<file path="src/rtl/srx_pkg.sv">
package srx_pkg;
  typedef enum logic [2:0] {
    RX_IDLE,
    RX_START,
    RX_DATA,
    RX_PAR,
    RX_STOP
  } rx_state_t;

  typedef struct packed {
    logic par_err;
    logic frm_err;
  } rx_err_t;

  localparam logic [1:0] LOC_DATA = 2'd0;
  localparam logic [1:0] LOC_STAT = 2'd1;
  localparam logic [1:0] LOC_CTRL = 2'd2;
  localparam logic [1:0] LOC_DIV  = 2'd3;

  localparam int ST_RDY = 0;
  localparam int ST_OVR = 1;
  localparam int ST_PER = 2;
  localparam int ST_FER = 3;
  localparam int ST_N   = 4;

  localparam int CT_PEN = 0;
  localparam int CT_ODD = 1;
  localparam int CT_IE  = 2;
  localparam int CT_N   = 3;
endpackage

</file>
<file path="src/rtl/srx_baud.sv">
module srx_baud #(
  parameter int DW = 8
) (
  input  logic          clk,
  input  logic          rst,
  input  logic [DW-1:0] div,
  output logic          tick
);
  logic [DW-1:0] cnt;

  always_ff @(posedge clk) begin
    if (rst)             cnt <= '0;
    else if (cnt >= div) cnt <= '0;
    else                 cnt <= cnt + 1'b1;
  end

  assign tick = (cnt >= div);


  tick_gap_chk: assert property (@(posedge clk) disable iff (rst)
    (tick && div != '0 && $stable(div)) |=> !tick);
endmodule

</file>
<file path="src/rtl/srx_frame.sv">
module srx_frame
  import srx_pkg::*;
#(
  parameter int DW  = 8,
  parameter int OSR = 16
) (
  input  logic          clk,
  input  logic          rst,
  input  logic          tick,
  input  logic          rx,
  input  logic          par_en,
  input  logic          par_odd,
  output logic          done,
  output logic [DW-1:0] data,
  output rx_err_t       err
);
  localparam int CW = $clog2(OSR);
  localparam int BW = (DW > 1) ? $clog2(DW) : 1;
  localparam logic [CW-1:0] MID   = CW'(OSR / 2 - 1);
  localparam logic [CW-1:0] LAST  = CW'(OSR - 1);
  localparam logic [BW-1:0] LASTB = BW'(DW - 1);

  rx_state_t     st;
  logic [1:0]    rx_q;
  logic          rx_s;
  logic [CW-1:0] scnt;
  logic [BW-1:0] bcnt;
  logic [DW-1:0] shreg;
  logic          par_bit;

  assign rx_s = rx_q[1];
  assign data = shreg;

  always_ff @(posedge clk) begin
    if (rst) begin
      rx_q    <= 2'b11;
      st      <= RX_IDLE;
      scnt    <= '0;
      bcnt    <= '0;
      shreg   <= '0;
      par_bit <= 1'b0;
      done    <= 1'b0;
      err     <= '0;
    end else begin
      rx_q <= {rx_q[0], rx};
      done <= 1'b0;
      if (tick) begin
        unique case (st)
          RX_IDLE: begin
            scnt <= '0;
            if (!rx_s) st <= RX_START;
          end
          RX_START: begin
            if (scnt == MID) begin
              scnt <= '0;
              bcnt <= '0;
              st   <= rx_s ? RX_IDLE : RX_DATA;
            end else begin
              scnt <= scnt + 1'b1;
            end
          end
          RX_DATA: begin
            if (scnt == LAST) begin
              scnt  <= '0;
              shreg <= {rx_s, shreg[DW-1:1]};
              bcnt  <= bcnt + 1'b1;
              if (bcnt == LASTB) st <= par_en ? RX_PAR : RX_STOP;
            end else begin
              scnt <= scnt + 1'b1;
            end
          end
          RX_PAR: begin
            if (scnt == LAST) begin
              scnt    <= '0;
              par_bit <= rx_s;
              st      <= RX_STOP;
            end else begin
              scnt <= scnt + 1'b1;
            end
          end
          RX_STOP: begin
            if (scnt == LAST) begin
              scnt        <= '0;
              done        <= 1'b1;
              err.frm_err <= !rx_s;
              err.par_err <= par_en & ((^shreg ^ par_bit) != par_odd);
              st          <= RX_IDLE;
            end else begin
              scnt <= scnt + 1'b1;
            end
          end
          default: st <= RX_IDLE;
        endcase
      end
    end
  end


  false_start_chk: assert property (@(posedge clk) disable iff (rst)
    (st == RX_START && tick && scnt == MID && rx_s) |=> (st == RX_IDLE));


  done_pulse_chk: assert property (@(posedge clk) disable iff (rst)
    done |=> !done);
endmodule

</file>
<file path="src/rtl/srx_regs.sv">
module srx_regs
  import srx_pkg::*;
#(
  parameter int          DW      = 8,
  parameter logic [DW-1:0] DIV_RST = '0
) (
  input  logic          clk,
  input  logic          rst,
  input  logic [1:0]    addr,
  input  logic          wr_en,
  input  logic [DW-1:0] wr_data,
  input  logic          done,
  input  logic [DW-1:0] frame_data,
  input  rx_err_t       err,
  output logic [DW-1:0] div,
  output logic          par_en,
  output logic          par_odd,
  output logic [DW-1:0] rd_data,
  output logic          irq_rx,
  output logic          irq_err
);
  logic [DW-1:0]   data_q;
  logic [ST_N-1:0] flags;
  logic [CT_N-1:0] ctrl;
  logic [ST_N-1:0] clr;
  logic [ST_N-1:0] set;
  logic            busy;
  logic            take;

  assign clr  = (wr_en && addr == LOC_STAT) ? wr_data[ST_N-1:0] : '0;
  assign busy = flags[ST_RDY] & ~clr[ST_RDY];
  assign take = done & ~busy;

  always_comb begin
    set         = '0;
    set[ST_OVR] = done & busy;
    set[ST_PER] = take & err.par_err;
    set[ST_FER] = take & err.frm_err;
    set[ST_RDY] = take & ~err.par_err & ~err.frm_err;
  end

  always_ff @(posedge clk) begin
    if (rst) begin
      data_q <= '0;
      flags  <= '0;
      ctrl   <= '0;
      div    <= DIV_RST;
    end else begin
      flags <= (flags & ~clr) | set;
      if (take) data_q <= frame_data;
      if (wr_en && addr == LOC_CTRL) ctrl <= wr_data[CT_N-1:0];
      if (wr_en && addr == LOC_DIV)  div  <= wr_data;
    end
  end

  assign par_en  = ctrl[CT_PEN];
  assign par_odd = ctrl[CT_ODD];

  always_ff @(posedge clk) begin
    if (rst) begin
      rd_data <= '0;
      irq_rx  <= 1'b0;
      irq_err <= 1'b0;
    end else begin
      unique case (addr)
        LOC_DATA: rd_data <= data_q;
        LOC_STAT: rd_data <= {{(DW-ST_N){1'b0}}, flags};
        LOC_CTRL: rd_data <= {{(DW-CT_N){1'b0}}, ctrl};
        default:  rd_data <= div;
      endcase
      irq_rx  <= flags[ST_RDY] & ctrl[CT_IE];
      irq_err <= (flags[ST_OVR] | flags[ST_PER] | flags[ST_FER]) & ctrl[CT_IE];
    end
  end


  ovr_hold_chk: assert property (@(posedge clk) disable iff (rst)
    (done && busy) |=> ($stable(data_q) && flags[ST_RDY] && flags[ST_OVR]));


  set_wins_chk: assert property (@(posedge clk) disable iff (rst)
    (take && !err.par_err && !err.frm_err) |=> flags[ST_RDY]);


  rdy_src_chk: assert property (@(posedge clk) disable iff (rst)
    $rose(flags[ST_RDY]) |-> $past(done));


  irq_gate_chk: assert property (@(posedge clk) disable iff (rst)
    !ctrl[CT_IE] |=> (!irq_rx && !irq_err));
endmodule

</file>
<file path="src/rtl/serial_rx_top.sv">
module serial_rx_top
  import srx_pkg::*;
#(
  parameter int          DW      = 8,
  parameter int          OSR     = 16,
  parameter logic [DW-1:0] DIV_RST = '0
) (
  input  logic          clk,
  input  logic          rst,
  input  logic          rx,
  input  logic [1:0]    addr,
  input  logic          wr_en,
  input  logic [DW-1:0] wr_data,
  output logic [DW-1:0] rd_data,
  output logic          irq_rx,
  output logic          irq_err
);
  logic          tick;
  logic          done;
  logic [DW-1:0] frame_data;
  rx_err_t       err;
  logic [DW-1:0] div;
  logic          par_en;
  logic          par_odd;

  srx_baud #(.DW(DW)) u_baud (
    .clk  (clk),
    .rst  (rst),
    .div  (div),
    .tick (tick)
  );

  srx_frame #(.DW(DW), .OSR(OSR)) u_frame (
    .clk     (clk),
    .rst     (rst),
    .tick    (tick),
    .rx      (rx),
    .par_en  (par_en),
    .par_odd (par_odd),
    .done    (done),
    .data    (frame_data),
    .err     (err)
  );

  srx_regs #(.DW(DW), .DIV_RST(DIV_RST)) u_regs (
    .clk        (clk),
    .rst        (rst),
    .addr       (addr),
    .wr_en      (wr_en),
    .wr_data    (wr_data),
    .done       (done),
    .frame_data (frame_data),
    .err        (err),
    .div        (div),
    .par_en     (par_en),
    .par_odd    (par_odd),
    .rd_data    (rd_data),
    .irq_rx     (irq_rx),
    .irq_err    (irq_err)
  );
endmodule

</file>
<file path="config.mk">
export PLATFORM = sky130hd
export DESIGN_NAME = serial_rx_top
export DESIGN_NICKNAME = d
export VERILOG_FILES = /design/src/rtl/srx_pkg.sv /design/src/rtl/srx_baud.sv /design/src/rtl/srx_frame.sv /design/src/rtl/srx_regs.sv /design/src/rtl/serial_rx_top.sv
export SDC_FILE = /design/constraint.sdc
export NUM_CORES = 1
export LEC_CHECK = 0
export ABC_AREA = 1
export BUFFER_PORTS_ARGS = -buffer_cell sky130_fd_sc_hd__buf_2
export CAP_MARGIN = 30
export CORE_UTILIZATION = 60
export CTS_BUF_LIST = sky130_fd_sc_hd__clkbuf_4
export CTS_CLUSTER_DIAMETER = 200
export DETAILED_ROUTE_END_ITERATION = 12
export PLACE_DENSITY_LB_ADDON = 0.2
export SYNTH_ARGS = -nofsm -noshare
export SYNTH_HDL_FRONTEND = slang
export SYNTH_SLANG_ARGS = --single-unit
</file>
<file path="constraint.sdc">
create_clock -name clk -period 2.2 [get_ports clk]
set_clock_uncertainty 0.2 [all_clocks]
set_input_delay 0.44 -clock clk [delete_from_list [all_inputs] [get_ports clk]]
set_output_delay 0.44 -clock clk [all_outputs]
set_load 0.02 [all_outputs]
</file>
* Word-level counts from Yosys, hierarchy flattened
Index checks and enable logic that the tools add are counted.
** Storage, ports and cells
- Flip-flop bits (word level) :: 65
- Input bits :: 14
- Word-level logic and storage cells :: 96
** Cells by class
- Add/sub/neg operators :: 3
- Order comparisons :: 1
- Eq/ne operators :: 17
- Multiplexer cells :: 18
- Bitwise operators :: 22
- Reduce and logical (&&, ||, !) cells :: 18
** Operators with widths (count)
- 3-bit two-way mux :: 9
- 8-bit one-hot mux with 3 select lines :: 1
- 3-bit one-hot mux with 5 select lines :: 1
- 4-bit two-way mux :: 3
- 4-bit one-hot mux with 3 select lines :: 1
- 1-bit AND :: 10
- 2-bit by 1-bit inequality test with 1-bit output (second input constant) :: 5
- 3-bit AND reduction :: 3
- 8-bit by 1-bit adder with 8-bit output (second input constant) :: 1
- 8-bit >= comparator :: 1
- 8-bit parity :: 1
- 7-bit AND reduction :: 1
- 3-bit by 2-bit == test with 1-bit output (second input constant) :: 2
- 3-bit == test (second input constant) :: 2
- 1-bit inverter :: 6
- 3-bit one-hot mux with 2 select lines :: 1
- 3-bit OR reduction :: 2
- 4-bit by 1-bit adder with 4-bit output (second input constant) :: 1
- 4-bit AND :: 1
- 2-bit == test (second input constant) :: 2
- 4-bit by 3-bit == test with 1-bit output (second input constant) :: 1
- 4-bit == test (second input constant) :: 1
- 4-bit inverter :: 1
- 4-bit OR :: 1
- other kinds (18) :: 21

* Logic depth before layout (Yosys ltp)
Gate-level depths: netlist of run 1.
- Word-level depth :: 10
- Mapped depth :: 14
- Gate-level depth less buffers :: 14

* Cells and area by module
From an unflattened synthesis of run 1, not the netlist that was laid out.
** Unflattened totals
- Cells, all modules :: 429
- Area total of the unflattened synthesis :: 3119.2 um^2
** Modules (own cells, without submodules)
- srx_regs :: instances 1, cells each 180, area an instance 1352.5 um^2, seq. area each 660.6 um^2
- srx_frame :: instances 1, cells each 174, area an instance 1199.9 um^2, seq. area each 480.5 um^2
- srx_baud :: instances 1, cells each 75, area an instance 566.8 um^2, seq. area each 160.2 um^2

* Worst setup path before layout of run 1
OpenSTA, ideal clock, no wires.
- Kind :: register to register
- Start point :: register u_regs.div[7]
- End point :: register u_frame.shreg[5], in the netlist u_frame.data[5]
- Library setup time :: 113 ps
- Data arrival time :: 1474 ps
- Required time :: 1887 ps
- Setup slack :: 413 ps
- Stages on the path, launching flop included :: 11
- Buffers on the path :: 1
- Path through :: dfxtp_1 > inv_1 > ha_1 > a21o_1 > nor2_2 > nand3_4 > nand3_4 > buf_6 > nand2_1 > nand2_1 > nor2_1
** On the way
- Word-level cells in the longest chain between the ends :: 2
** RTL lines
- start, declared :: line srx_regs.sv:15 : output logic [DW-1:0] div,
- start signal, assigned :: line srx_regs.sv:52 : if (wr_en && addr == LOC_DIV) div <= wr_data;
- 8-bit >= comparator :: line srx_baud.sv:17 : assign tick = (cnt >= div);
- 3-bit AND reduction (no line)
- end signal, assigned :: line srx_frame.sv:65 : shreg <= {rx_s, shreg[DW-1:1]};
- end, declared :: line srx_frame.sv:28 : logic [DW-1:0] shreg;
Every way passes these cells.
A chain may end at the register's enable or synchronous reset.

* Worst setup path in the final report of run 1
- Start point :: register u_baud.cnt[5]
- End point :: register u_baud.cnt[2]
** On the way
- Word-level cells in the longest chain between the ends :: 2
** RTL lines
- start, declared :: line srx_baud.sv:9 : logic [DW-1:0] cnt;
- start signal, assigned :: line srx_baud.sv:14 : else cnt <= cnt + 1'b1;
- 8-bit >= comparator :: line srx_baud.sv:13 : else if (cnt >= div) cnt <= '0;
- 2-bit OR reduction (no line)
Every way passes these cells.

==> results by stage, run 1 <==
Run status:
- The run finished with clean final reports.

STA:
- The timing-limited maximum frequency is ~0.5 GHz.
- Setup repair after global routing left no endpoint under its margin.
- For the finished layout, the period the worst path requires is 1.988 ns.
- The total count of hold-check failures in the final report came to 0.
- The final clock period utilization by the worst path is 90.37%.
- Setup total negative slack on the finished layout was measured at 0 ns.
- The number of setup violations in the final report is 0.
- The remaining max-slew budget at the tightest pin is between 70% and 80%.
- The final count of pins violating max slew was 0.
- The post-route worst hold slack is 0.1098 ns.
- The transition time of the tightest slew-check pin is ~0.40 ns.
- The slack of the critical path is ~0.21 ns.

Global route:
- Entering global routing, the biggest net connects 26 pins.
- The via count of the first global-routing pass came to 2454.
- The total overflow left after global routing is 0.
- Global routing consumed, over all layers together, between 20 and 30% of the routing resources.
- The first-pass GRT wire length is 10450 um.
- The initial antenna violation count is 0.

Floorplan:
- The y dimension of the die is approximately 74 um.
- The region available for standard cell placement spans ~4800 sq um.
- Once the floorplan was initialized, standard cells occupied approximately 64% of the core.
- The die covers ~5500 sq um.
- The number of core rows is 25.
- Measured along the x axis, the die boundary spans ~74 um.
- The I/O pin total is 24.

Critical path:
- Data on the critical path is required at its endpoint by ~2.3 ns.
- The cell family contributing the most delay on the critical path is simple AND/OR/NAND/NOR gates.
- The reg-to-reg critical path endpoint is u_baud.cnt[2]$_SDFF_PP0_.
- The number of buffers and inverters on the critical path is 0.
- STA classifies the critical path startpoint as a flop.
- STA classifies the critical path endpoint as a flop.
- For the worst setup path, the data arrival time is approximately 2.1 ns.
- In this run the critical register-to-register path is launched from u_baud.cnt[5]$_SDFF_PP0_.
- The launch point of the worst path is u_baud.cnt[5]$_SDFF_PP0_.
- The kind of critical path is reg2reg.
- Walking the worst path, the cells encountered are ha_1 -> a21oi_1 -> nor2_1 -> nor2_2 -> nand4_1 -> nor3b_1.
- Along the worst path, the maximum fanout reaches 8.
- The flop-to-flop setup slack is about 0.21 ns.
- On the critical path, the stage with the largest delay is an instance of sky130_fd_sc_hd__dfxtp_1.
- The maximum cell stage delay along the critical path is 0.43 ns.
- For the worst flop-to-flop path, the logic depth is 6.

Synthesis:
- After synthesis, the netlist uses 38 different library cells.
- The gate count of the mapped netlist is between 400 and 500.
- The synthesized design contains 65 register bits.
- The warning count from the yosys run is 0.
- The register area share after synthesis is a little over two fifths.
- In this run the cell area of the synthesized design comes to 3118 sq um.
- The synthesized area divided by synthesized cell count is between 7 and 8 sq um.
- The number of nets in the synthesized netlist is around 450.

Power and ir drop:
- The total design power is ~2.8 mW.
- The analysis attributes to cell leakage a power of roughly 1.6 nW.
- VDD sags by at most approximately 0.71 mV.
- The power per cell area is roughly 800 nW/um^2.

Finish:
- Compared with the post-synthesis result, the final layout area differs by 10.67%.
- Fill cells in the final layout number 421.
- In the final layout, the share of cells above drive strength 1 is about 15%.
- The total number of nets in the final design is 477.
- The final cell utilization of the core is between 70% and 80%.
- The number of antenna diodes in the final layout is 0.
- The post-route non-filler standard cell count is approximately 520.
- After routing the design area is between 3000 and 4000 sq um.

Placement:
- The number of cells in the design after placement is roughly 500.
- Prior to clock tree synthesis, the placed netlist has a worst setup slack of 0.2215 ns.
- The count of input and output buffers is 23.
- The placed cell area is about 3300 sq um.
- The detailed placement HPWL is 4736 um.
- The final weighted congestion in routability-driven placement is about 0.83.

Clock tree:
- In this run, post-CTS repair resized a total of 0 instances.
- CTS saw 65 sinks.
- After clock tree synthesis, the clock-pin slew on the worst setup and hold paths is approximately 0.11 ns.
- TritonCTS built the clock tree.
- The buffer cell driving the clock tree root is sky130_fd_sc_hd__clkbuf_4.
- The count of hold-fix buffers inserted at cts is 1.
- The clock reaches the later pin of the worst-skew pair after ~0.42 ns.
- The H-tree was split into 3 levels.
- The clock passes through at most 2 buffers.
- The number of setup buffers added after CTS is 0.
- The number of buffers inserted during clock tree synthesis is 9.

Flow run:
- Across the run, the number of max-cap violations was 0.

Routing:
- The DRC violations left is 0.
- The via count of the routed design is between 2000 and 3000.
- After detailed routing, the average wire length per cell comes to ~12 um.
- After detailed routing, the total wire length is roughly 6400 um.
- The number of DRC markers after the initial detailed-route iteration is 248.
- The average vias per placed instance is slightly above 5.
- The count of nets left with antenna violations once routing finished came out at 0.
- The number of detailed-routing iterations run before antenna repair is 4.

Hold path:
- The min-delay analysis places its worst path in the category in2reg.
- The path with the worst hold slack has its endpoint at u_regs.div[4]$_SDFFE_PP0P_.
- The startpoint identified for the worst hold timing path is wr_data[4].
- The number of cells on the worst hold path is 3.
-- routing by layer --
layer | part of all wire (%) | vias to the layer above | track usage [%]
li1 | - | 1403 | -
met1 | 46 | 1165 | 31.45
met2 | 46 | 71 | 42.42
met3 | 4.7 | 17 | 5.691
met4 | 2.9 | 0 | 11.97
met5 | 0 | - | 0
-- power breakdown --
part / switching [mW] / internal (mW) / leakage [nW]
combinational: 0.421 / 0.209 / 0.985
clock: 0.456 / 0.460 / 0.0859
sequential: 0.0556 / 1.24 / 0.527
total: 0.932 / 1.91 / 1.60
-- cell families (layout without fill, tap and decap cells) --
group | after synthesis | count (layout) | share of synthesized area (%)
AOI/OAI and AO/OA | 76 | 76 | 13.92
xor gates and xnor gates | 9 | 9 | 2.528
adders and majority gates | 12 | 12 | 4.815
buffers and inverters | 67 | 101 | 9.109
DFF | 65 | 65 | 41.73
and+or+nand+nor | 193 | 193 | 27.89
-- worst max-delay path by stage --
stage	end	slack, ns	cells after the start
floorplan	u_frame.data[5]$_SDFFE_PP0P_	0.41	10
global placement	u_baud.cnt[2]$_SDFF_PP0_	0.30	7
detailed placement	u_baud.cnt[2]$_SDFF_PP0_	0.22	6
CTS	u_baud.cnt[2]$_SDFF_PP0_	0.19	6
global route	u_baud.cnt[2]$_SDFF_PP0_	0.02	9
finish	u_baud.cnt[2]$_SDFF_PP0_	0.21	6
-- synth_stat cells --
cell                       number  area [sq um]
sky130_fd_sc_hd__or2_2          3         18.77
sky130_fd_sc_hd__nand2_4        2         22.52
sky130_fd_sc_hd__xor2_1         6         52.55
sky130_fd_sc_hd__clkbuf_1       3         11.26
sky130_fd_sc_hd__inv_2          2         7.510
sky130_fd_sc_hd__buf_6          1         11.26
sky130_fd_sc_hd__nand4_1        5         31.28
sky130_fd_sc_hd__nor2_4         3         33.78
sky130_fd_sc_hd__nor3_1         3         15.01
sky130_fd_sc_hd__o211ai_1       2         15.01
sky130_fd_sc_hd__dfxtp_1       65          1301
sky130_fd_sc_hd__nor3b_1        2         15.01
sky130_fd_sc_hd__nand4_2        1         12.51
sky130_fd_sc_hd__nand3_2        1         10.01
sky130_fd_sc_hd__clkinv_1       1         3.750
sky130_fd_sc_hd__xnor2_1        3         26.28
sky130_fd_sc_hd__buf_2          3         15.01
sky130_fd_sc_hd__a21o_1         1         7.510
sky130_fd_sc_hd__nand3_1       15         75.07
sky130_fd_sc_hd__o21ai_4        1         16.27
sky130_fd_sc_hd__a21boi_0       1         7.510
sky130_fd_sc_hd__nand2_2        4         25.02
sky130_fd_sc_hd__a21oi_1       32         160.2
sky130_fd_sc_hd__o21ai_2        2         17.52
sky130_fd_sc_hd__buf_12         1         20.02
sky130_fd_sc_hd__inv_1         54         202.7
sky130_fd_sc_hd__o221ai_1       2         17.52
sky130_fd_sc_hd__nand3_4        2         35.03
sky130_fd_sc_hd__nor2_2         2         12.51
sky130_fd_sc_hd__o21ai_0       27         135.1
sky130_fd_sc_hd__buf_1          1         3.750
sky130_fd_sc_hd__nand2_1       94         352.8
sky130_fd_sc_hd__ha_1          12         150.1
sky130_fd_sc_hd__o22ai_1        2         12.51
sky130_fd_sc_hd__nor2_1        56         210.2
sky130_fd_sc_hd__o21ai_1        2         10.01
sky130_fd_sc_hd__a21oi_2        4         35.03
sky130_fd_sc_hd__clkinv_4       1         8.760
-- placed cells by master (no fill, tap or decap), types with 3 or more instances in the layout --
master                     netlist  final
sky130_fd_sc_hd__xor2_1          6      6
sky130_fd_sc_hd__buf_2           3     23
sky130_fd_sc_hd__nor2_1         56     56
sky130_fd_sc_hd__or2_2           3      3
sky130_fd_sc_hd__dfxtp_1        65     65
sky130_fd_sc_hd__a21oi_1        32     32
sky130_fd_sc_hd__buf_4           0      3
sky130_fd_sc_hd__clkinv_4        1      3
sky130_fd_sc_hd__nand2_2         4      4
sky130_fd_sc_hd__nor2_4          3      3
sky130_fd_sc_hd__o21ai_0        27     27
sky130_fd_sc_hd__nand4_1         5      5
sky130_fd_sc_hd__inv_1          54     54
sky130_fd_sc_hd__clkbuf_4        0      9
sky130_fd_sc_hd__nand3_1        15     15
sky130_fd_sc_hd__xnor2_1         3      3
sky130_fd_sc_hd__a21oi_2         4      4
sky130_fd_sc_hd__nand2_1        94     94
sky130_fd_sc_hd__ha_1           12     12
sky130_fd_sc_hd__nor3_1          3      3
-- sequential cells by signal (all words and copies together) (netlist names), 2 cells and up --
name / count
u_baud.cnt: 8
u_frame.data: 8
u_regs.data_q: 8
u_regs.div: 8
u_regs.rd_data: 8
u_frame.scnt: 4
u_regs.flags: 4
u_frame.bcnt: 3
u_frame.st: 3
u_regs.ctrl: 3
u_frame.err: 2
u_frame.rx_q: 2
-- cell type report --
cell class	count	area, sq um	area share [%]
Multi-Input combinational cell	290	1533	44.42
Inverter	58	222.7	6.454
Tap cell	67	83.83	2.429
Clock buffer	9	67.56	1.958
Clock inverter	7	95.09	2.756
Sequential cell	65	1301	37.71
Timing Repair Buffer	27	147.6	4.278
-- worst min-delay path: cells and delay by family --
| family | cells | cell delay (ns) |
|---|---|---|
| AO/OA/AOI/OAI | 2 | 0.18 |
| buffers and inverters | 1 | 0.07 |
Power figures use the tool's default switching activity.
==> inputs of run 2 (changes only) <==
--- a/config.mk
+++ b/config.mk
@@ -8,7 +8,7 @@
 export ABC_AREA = 1
 export BUFFER_PORTS_ARGS = -buffer_cell sky130_fd_sc_hd__buf_2
 export CAP_MARGIN = 30
-export CORE_UTILIZATION = 60
+export CORE_UTILIZATION = 50
 export CTS_BUF_LIST = sky130_fd_sc_hd__clkbuf_4
 export CTS_CLUSTER_DIAMETER = 200
 export DETAILED_ROUTE_END_ITERATION = 12
==> results by stage, run 2 (synthesis gave the netlist of run 1 again) <==
Routing:
- The remaining number of nets flagged by the antenna check after routing is 0.
- In the final routed layout, each cell accounts on average for around 12 um.
- In this run, the number of DRC markers left after iteration 0 of detailed routing was between 70 and 80.
- In the routed design, unresolved DRC markers number 0.
- The via count of the routed design is about 2600.
- The number of detailed-routing iterations run before antenna repair is 5.
- After detailed routing, the total wire length is around 6200 um.
- The average vias per placed instance is approximately 4.9.

Placement:
- The count of buffers added on input and output ports is 23.
- The placed instances occupy a cell area of 3296 sq um.
- Detailed placement finished with a half-perimeter wire length of 4755 um.
- The final weighted congestion in routability-driven placement is approximately 0.84.
- In this run, placement finished with an instance count of approximately 500.

Global route:
- The first global-routing pass estimated a little over 10000 um of wire.
- The initial antenna violation count is 0.
- Global routing finished with a remaining overflow of 0.
- For this run, the total global-route usage over all layers was measured as around a fifth.
- Entering global routing, the biggest net connects 28 pins.
- The via count of the first global-routing pass came to approximately 2200.

STA:
- The remaining max-slew budget at the tightest pin is roughly 74%.
- Setup repair after global routing left no endpoint under its margin.
- The final setup TNS is 0 ns.
- The number of setup violations in the final report is 0.
- For this run, the top clock speed supported by timing is just over 0.5 GHz.
- The final count of pins violating max slew was 0.
- The worst path uses between 80 and 90% of the clock period.
- For the finished layout, the period the worst path requires is 1.934 ns.
- At the pin with the least slew margin, the transition time is roughly 0.4 ns.
- The total count of hold-check failures in the final report came to 0.
- Final hold analysis gives a worst-case slack of between 0.1 and 0.15 ns.

Floorplan:
- The total area inside the core boundary comes to 5956 sq um.
- The I/O pin total is 24.
- Once the floorplan was initialized, standard cells occupied a little over half of the core.
- The floorplan step set the die width to ~80 um.
- From bottom edge to top edge, the die measures ~80 um.
- The floorplan step defined a die boundary enclosing ~6600 sq um.
- The number of core rows is 28.

Finish:
- The most common cell after layout, fill and taps aside is sky130_fd_sc_hd__nand2_1.
- After the last flow step, the layout net total stands at approximately 480.
- In the layout the commonest cells are sky130_fd_sc_hd__nand2_1 (94), sky130_fd_sc_hd__dfxtp_1 (65), sky130_fd_sc_hd__nor2_1 (56).
- The synthesis-to-layout area growth is 11.84%.
- The post-route non-filler standard cell count is around 530.
- The antenna diode instance count is 0.
- The post-route cell area is 3487 sq um.
- In the final layout, the share of cells above drive strength 1 is 15.32%.

Flow run:
- The number of maximum-capacitance constraint violations is 0.

Clock tree:
- The maximum level of the CTS H-tree is 3.
- Buffers inserted during clock tree synthesis total 9.
- The root buffer cell chosen for the clock tree is sky130_fd_sc_hd__clkbuf_4.
- The clock edge transition at the registers on the reported setup and hold paths is roughly 0.12 ns.
- The maximum clock insertion buffer count is 2.
- The CTS tree is done.
- For this design, the sink count on the clock tree is 65.
- The insertion delay of the later-clocked pin in the worst-skew pair is approximately 0.42 ns.

Critical path:
- The flop-to-flop setup slack is ~0.27 ns.
- Data arrives at the worst endpoint at a little over 2 ns.
- The worst reg-to-reg path cell count is 10.
- Data on the critical path is required at its endpoint by approximately 2.3 ns.
- The worst setup path is launched from a flop.
- The capture point of the worst path is u_frame.scnt[2]$_SDFFE_PP0P_.
- The worst setup path is captured at a flop.
- In this run the worst path has a maximum fanout of 9.
- The reg-to-reg critical path endpoint is u_frame.scnt[2]$_SDFFE_PP0P_.
- In this run the worst setup path begins at u_regs.div[5]$_SDFFE_PP0P_.
- The startpoint of the worst-slack reg-to-reg timing path is u_regs.div[5]$_SDFFE_PP0P_.
- The kind of critical path is reg2reg.

Power and ir drop:
- The total design power is 2.934 mW.
- The leakage power is approximately 1.6 nW.
- The worst IR drop on VDD is between 0.5 and 0.6 mV.
- For this design the ratio of total power to cell area is 841.4 nW/um^2.

Run status:
- The flow ran to the end, and the final reports show no timing, DRC or antenna violations.

Hold path:
- The path category of the worst min-delay check is in2reg.
-- run 2: cell count changes in the layout (fill, tap and decap cells not counted) --
cell	previous run	this run
sky130_fd_sc_hd__bufinv_16	2	3
sky130_fd_sc_hd__clkinv_2	2	1
sky130_fd_sc_hd__buf_4	3	4
sky130_fd_sc_hd__clkinv_4	3	1
sky130_fd_sc_hd__clkbuf_4	9	10
sky130_fd_sc_hd__clkinv_1	1	2
-- run 2: final cells by class --
cell class	count	area, sq um
multi-input cells	290	1533
clock buffers	10	75.07
well taps	75	93.84
fillers	612	2469
clock inverters	6	106.4
repair buffers	28	155.1
inverters	58	222.7
flip-flops and latches	65	1301
-- run 2: worst min path at each step --
stage / from / depth (start not counted) / to / slack [ns]
final: wr_data[5] / 3 / u_regs.div[5]$_SDFFE_PP0P_ / 0.10
after global routing: wr_data[4] / 3 / u_regs.div[4]$_SDFFE_PP0P_ / 0.09
after CTS: wr_data[5] / 3 / u_regs.div[5]$_SDFFE_PP0P_ / 0.09
after detailed placement: u_frame.rx_q[0]$_SDFF_PP1_ / 1 / u_frame.rx_q[1]$_SDFF_PP1_ / 0.20
after global placement: u_frame.rx_q[0]$_SDFF_PP1_ / 1 / u_frame.rx_q[1]$_SDFF_PP1_ / 0.19
after floorplan: u_frame.rx_q[0]$_SDFF_PP1_ / 1 / u_frame.rx_q[1]$_SDFF_PP1_ / 0.19
-- run 2: per-stage QoR --
step	utilization, %	setup WS, ns
5_1_grt	58.55	0.05003
6_report	58.55	0.2663
2_1_floorplan	-	0.4128
4_1_cts	58.55	0.2561
3_5_place_dp	55.34	0.2648
3_3_place_gp	55.34	0.3237
-- run 2: layer usage --
| layer | global-route usage, % | vias up | routed length (um) |
|---|---|---|---|
| li1 | - | 1412 | - |
| met1 | 27.30 | 1152 | 3061 |
| met2 | 32.10 | 48 | 2812 |
| met3 | 5.843 | 8 | 280 |
| met4 | 8.393 | 0 | 72 |
| met5 | 0 | - | 0 |
-- run 2: repair_timing --
action / 4_1_cts / 5_1_grt
gates resized for setup: 0 / 0
endpoints found under the hold margin: 1 / 0
hold buffers: 1 / 0
setup endpoints to repair: 0 / 0
setup buffers: 0 / 0
-- run 2: power breakdown --
part	total [mW]	switching, mW	leakage (nW)	internal [mW]
Sequential	1.29	0.0524	0.527	1.24
Combinational	0.619	0.409	0.990	0.210
Clock	1.02	0.439	0.0940	0.583
Total	2.93	0.900	1.61	2.03
-- run 2: critical path, cell delays in order, from the launching register on --
cell and delay, ns:
sky130_fd_sc_hd__dfxtp_1 0.36, sky130_fd_sc_hd__inv_1 0.06, sky130_fd_sc_hd__ha_1 0.30, sky130_fd_sc_hd__a21oi_1 0.13, sky130_fd_sc_hd__nor2_1 0.06, sky130_fd_sc_hd__nor2_2 0.15
sky130_fd_sc_hd__nand3_4 0.16, sky130_fd_sc_hd__nand2_1 0.18, sky130_fd_sc_hd__inv_1 0.09, sky130_fd_sc_hd__nor2_1 0.09, sky130_fd_sc_hd__nor2_1 0.05
==> inputs of run 3 (changes only) <==
--- a/config.mk
+++ b/config.mk
@@ -12,7 +12,8 @@
 export CTS_BUF_LIST = sky130_fd_sc_hd__clkbuf_4
 export CTS_CLUSTER_DIAMETER = 200
 export DETAILED_ROUTE_END_ITERATION = 12
-export PLACE_DENSITY_LB_ADDON = 0.2
+export GPL_TIMING_DRIVEN = 0
+export PLACE_DENSITY_LB_ADDON = 0.08
 export SYNTH_ARGS = -nofsm -noshare
 export SYNTH_HDL_FRONTEND = slang
 export SYNTH_SLANG_ARGS = --single-unit
==> constraint.sdc (replaced) <==
create_clock -name clk -period 2.16 [get_ports clk]
set_clock_uncertainty 0.2 [all_clocks]
set_input_delay 0.432 -clock clk [delete_from_list [all_inputs] [get_ports clk]]
set_output_delay 0.432 -clock clk [all_outputs]
set_load 0.02 [all_outputs]
==> results by stage, run 3 (synthesis gave the netlist of run 1 again) <==
Routing:
- The via count of the routed design is 2691.
- The topmost layer with routed signal wires is met4.
- The total routed wirelength is just under 7000 um.
- For this block, wires on met1 add up to around 3400 um.
- Detailed routing placed a total of ~210 um of wire on met3.
- The number of DRC markers after the initial detailed-route iteration is between 100 and 150.
- In the routed layout, each cell is associated on average with a via count of about 5.0.
- For this run, design rule violations remaining after detail routing come to 0.
- The routed wirelength normalized by instance count is about 13 um.
- The first TritonRoute pass finished after 4 iterations.
- The remaining number of nets flagged by the antenna check after routing is 0.
- The routed length on met2 is around 3300 um.

Power and ir drop:
- The clock group share of total power is around 30%.
- The power per cell area is 802.7 nW/um^2.
- For this design the total switching power over the nets is 994.0 uW.
- Across the VDD grid, the largest voltage drop is between 0.4 and 0.5 mV.
- Overall power consumption after layout is estimated at around 2.8 mW.
- Net switching is about a third of the power.
- The sequential group share of total power is 46.5%.
- The internal power of the cells totals approximately 1.8 mW.
- The leakage power is between 1.5 and 2 nW.
- The power share of the combinational group is between 20% and 30%.

Floorplan:
- The full die area is approximately 6600 sq um.
- From left edge to right edge, the die measures just over 80 um.
- In this run the core area contains 28 standard-cell rows.
- The effective utilization at floorplan is between 50% and 60%.
- The y dimension of the die is about 81 um.
- Pin placement for this block handled 24 I/O pins.
- The region available for standard cell placement spans ~6000 sq um.

Placement:
- The final weighted congestion in routability-driven placement is around 0.85.
- The count of input and output buffers is 22.
- The placed cell area is ~3300 sq um.
- The detailed placement HPWL is approximately 5100 um.
- The post-place setup slack is roughly 0.15 ns.
- The number of cells in the design after placement is 519.

STA:
- The timing-limited maximum frequency is about 0.50 GHz.
- The total count of hold-check failures in the final report is 0.
- Setup violations remaining at the end of the flow were counted as 0.
- The post-route minimum period is approximately 2 ns.
- Final hold analysis gives a worst-case slack of around 0.09 ns.
- The final count of pins violating max slew was 0.
- The final setup TNS is 0 ns.
- After layout, the worst path uses 92.37% of the clock period.
- The remaining max-slew budget at the tightest pin is 59.80%.
- Once routing completed, OpenROAD measured the worst setup slack at about 0.16 ns.
- At the pin with the least slew margin, the transition time is 0.6029 ns.

Critical path:
- Traced cell by cell, the critical path runs through inv_1 -> ha_1 -> a21o_1 -> nor2_4 -> nand3_4 -> nand3_4 -> buf_6 -> nand2_1 -> nand2_1 -> nor2_1.
- At the worst endpoint, the arrival time is between 2 and 2.5 ns.
- The maximum net fanout on the critical path is 10.
- On the critical path the largest part of the delay comes from simple AND/OR/NAND/NOR gates.
- Data on the critical path is required at its endpoint by about 2.3 ns.
- Counting both buffers and inverters, the worst setup path holds a total of 2.
- STA classifies the critical path endpoint as a flop.
- The maximum cell stage delay along the critical path is 0.35 ns.
- The critical path starts at u_regs.div[7]$_SDFFE_PP0P_.
- The critical path in this run is classified as reg2reg.
- The slowest stage of the critical path is the sky130_fd_sc_hd__dfxtp_1 cell.
- The startpoint of the worst-slack reg-to-reg timing path is u_regs.div[7]$_SDFFE_PP0P_.
- The kind of start point of the critical path is a flop.

Clock tree:
- The CTS tree is done.
- The clock edge transition at the registers on the reported setup and hold paths is about 0.13 ns.
- No sink is reached through more buffers than the 2 on the longest clock path.
- In this run the clock root is driven by a sky130_fd_sc_hd__clkbuf_4.
- The number of buffers inserted during clock tree synthesis is 9.
- The maximum level of the CTS H-tree is 3.
- The clock reaches the later pin of the worst-skew pair after about 0.42 ns.
- The sink count of the clock tree is 65.

Hold path:
- The start point of the worst hold path is wr_data[5].
- The path category of the worst min-delay check is in2reg.

Finish:
- The final cell utilization of the core is between 50 and 60%.
- The layout cell share with drive strength beyond 1 is approximately 17%.
- The total number of nets in the final design is a little under 500.
- The number of fill cells is 606.
- The antenna diode instance count is 0.
- In the layout the commonest cells are sky130_fd_sc_hd__nand2_1 (92), sky130_fd_sc_hd__dfxtp_1 (65), sky130_fd_sc_hd__nor2_1 (56).
- The synthesis-to-layout area growth is 13.56%.
- With fillers left out, the area of the finished cells amounts to 3541 sq um.
- The most common cell after layout, fill and taps aside is sky130_fd_sc_hd__nand2_1.
- The finished layout holds 540 standard cells, fillers aside.

Global route:
- The overall global routing resource usage is a little under a quarter.
- The via count of the first global-routing pass was approximately 2400.
- Global routing finished with a remaining overflow of 0.
- Entering global routing, the biggest net connects 14 pins.
- The initial antenna violation count was 0.
- The first-pass GRT wire length is 11190 um.

Run status:
- The run finished with clean final reports.

Flow run:
- The number of maximum-capacitance constraint violations is 0.
## run 3: cell count changes in the layout (fill, tap and decap cells not counted), moves of 2 or more
cell                        change
sky130_fd_sc_hd__clkbuf_1       +3
sky130_fd_sc_hd__bufinv_16      -2
sky130_fd_sc_hd__nand2_1        -2
sky130_fd_sc_hd__clkinv_4       +2
sky130_fd_sc_hd__inv_6          +2
sky130_fd_sc_hd__buf_2          +2
sky130_fd_sc_hd__nand2_2        +2
## run 3: power by group through the flow
stage	registers, mW	clock network, mW	logic, mW
6_report	1.32	0.849	0.672
5_1_grt	1.33	0.920	0.779
4_1_cts	1.32	0.865	0.641
3_5_place_dp	1.35	0	0.636
3_3_place_gp	1.35	0	0.622
2_1_floorplan	1.34	0	0.500
## run 3: worst paths after layout
path / end / slack, ns / depth (start not counted)
min: u_regs.div[5]$_SDFFE_PP0P_ / 0.09 / 3
max reg2reg: u_frame.data[5]$_SDFFE_PP0P_ / 0.16 / 10
min reg2reg: u_frame.rx_q[1]$_SDFF_PP1_ / 0.22 / 1
max: u_frame.data[5]$_SDFFE_PP0P_ / 0.16 / 10
## run 3: timing repair
action                                  in CTS  in global routing
endpoints found under the setup margin       0                  8
hold buffers                                 1                  0
resized for setup                            0                  5
setup buffers                                0                  3
hold endpoints to repair                     1                  0
## run 3: routing by layer
metal	GRT usage, %	up-vias
met1	30.50	1228
met5	0	-
li1	-	1425
met3	5.393	5
met4	8.036	0
met2	36.30	33
## run 3: tightest hold or removal path, stage by stage
cell	delay, ns
sky130_fd_sc_hd__buf_2	0.08
sky130_fd_sc_hd__o21ai_0	0.07
sky130_fd_sc_hd__a21oi_1	0.10
## run 3: final cells by class
| class | count | area, sq um | share of cell area [%] |
|---|---|---|---|
| clock inverters | 7 | 77.57 | 2.191 |
| clock buffers | 9 | 67.56 | 1.908 |
| inverters | 58 | 222.7 | 6.290 |
| well taps | 75 | 93.84 | 2.650 |
| plain buffers | 9 | 61.31 | 1.731 |
| multi-input cells | 291 | 1574 | 44.45 |
| flip-flops and latches | 65 | 1301 | 36.75 |
| repair buffers | 26 | 142.6 | 4.028 |
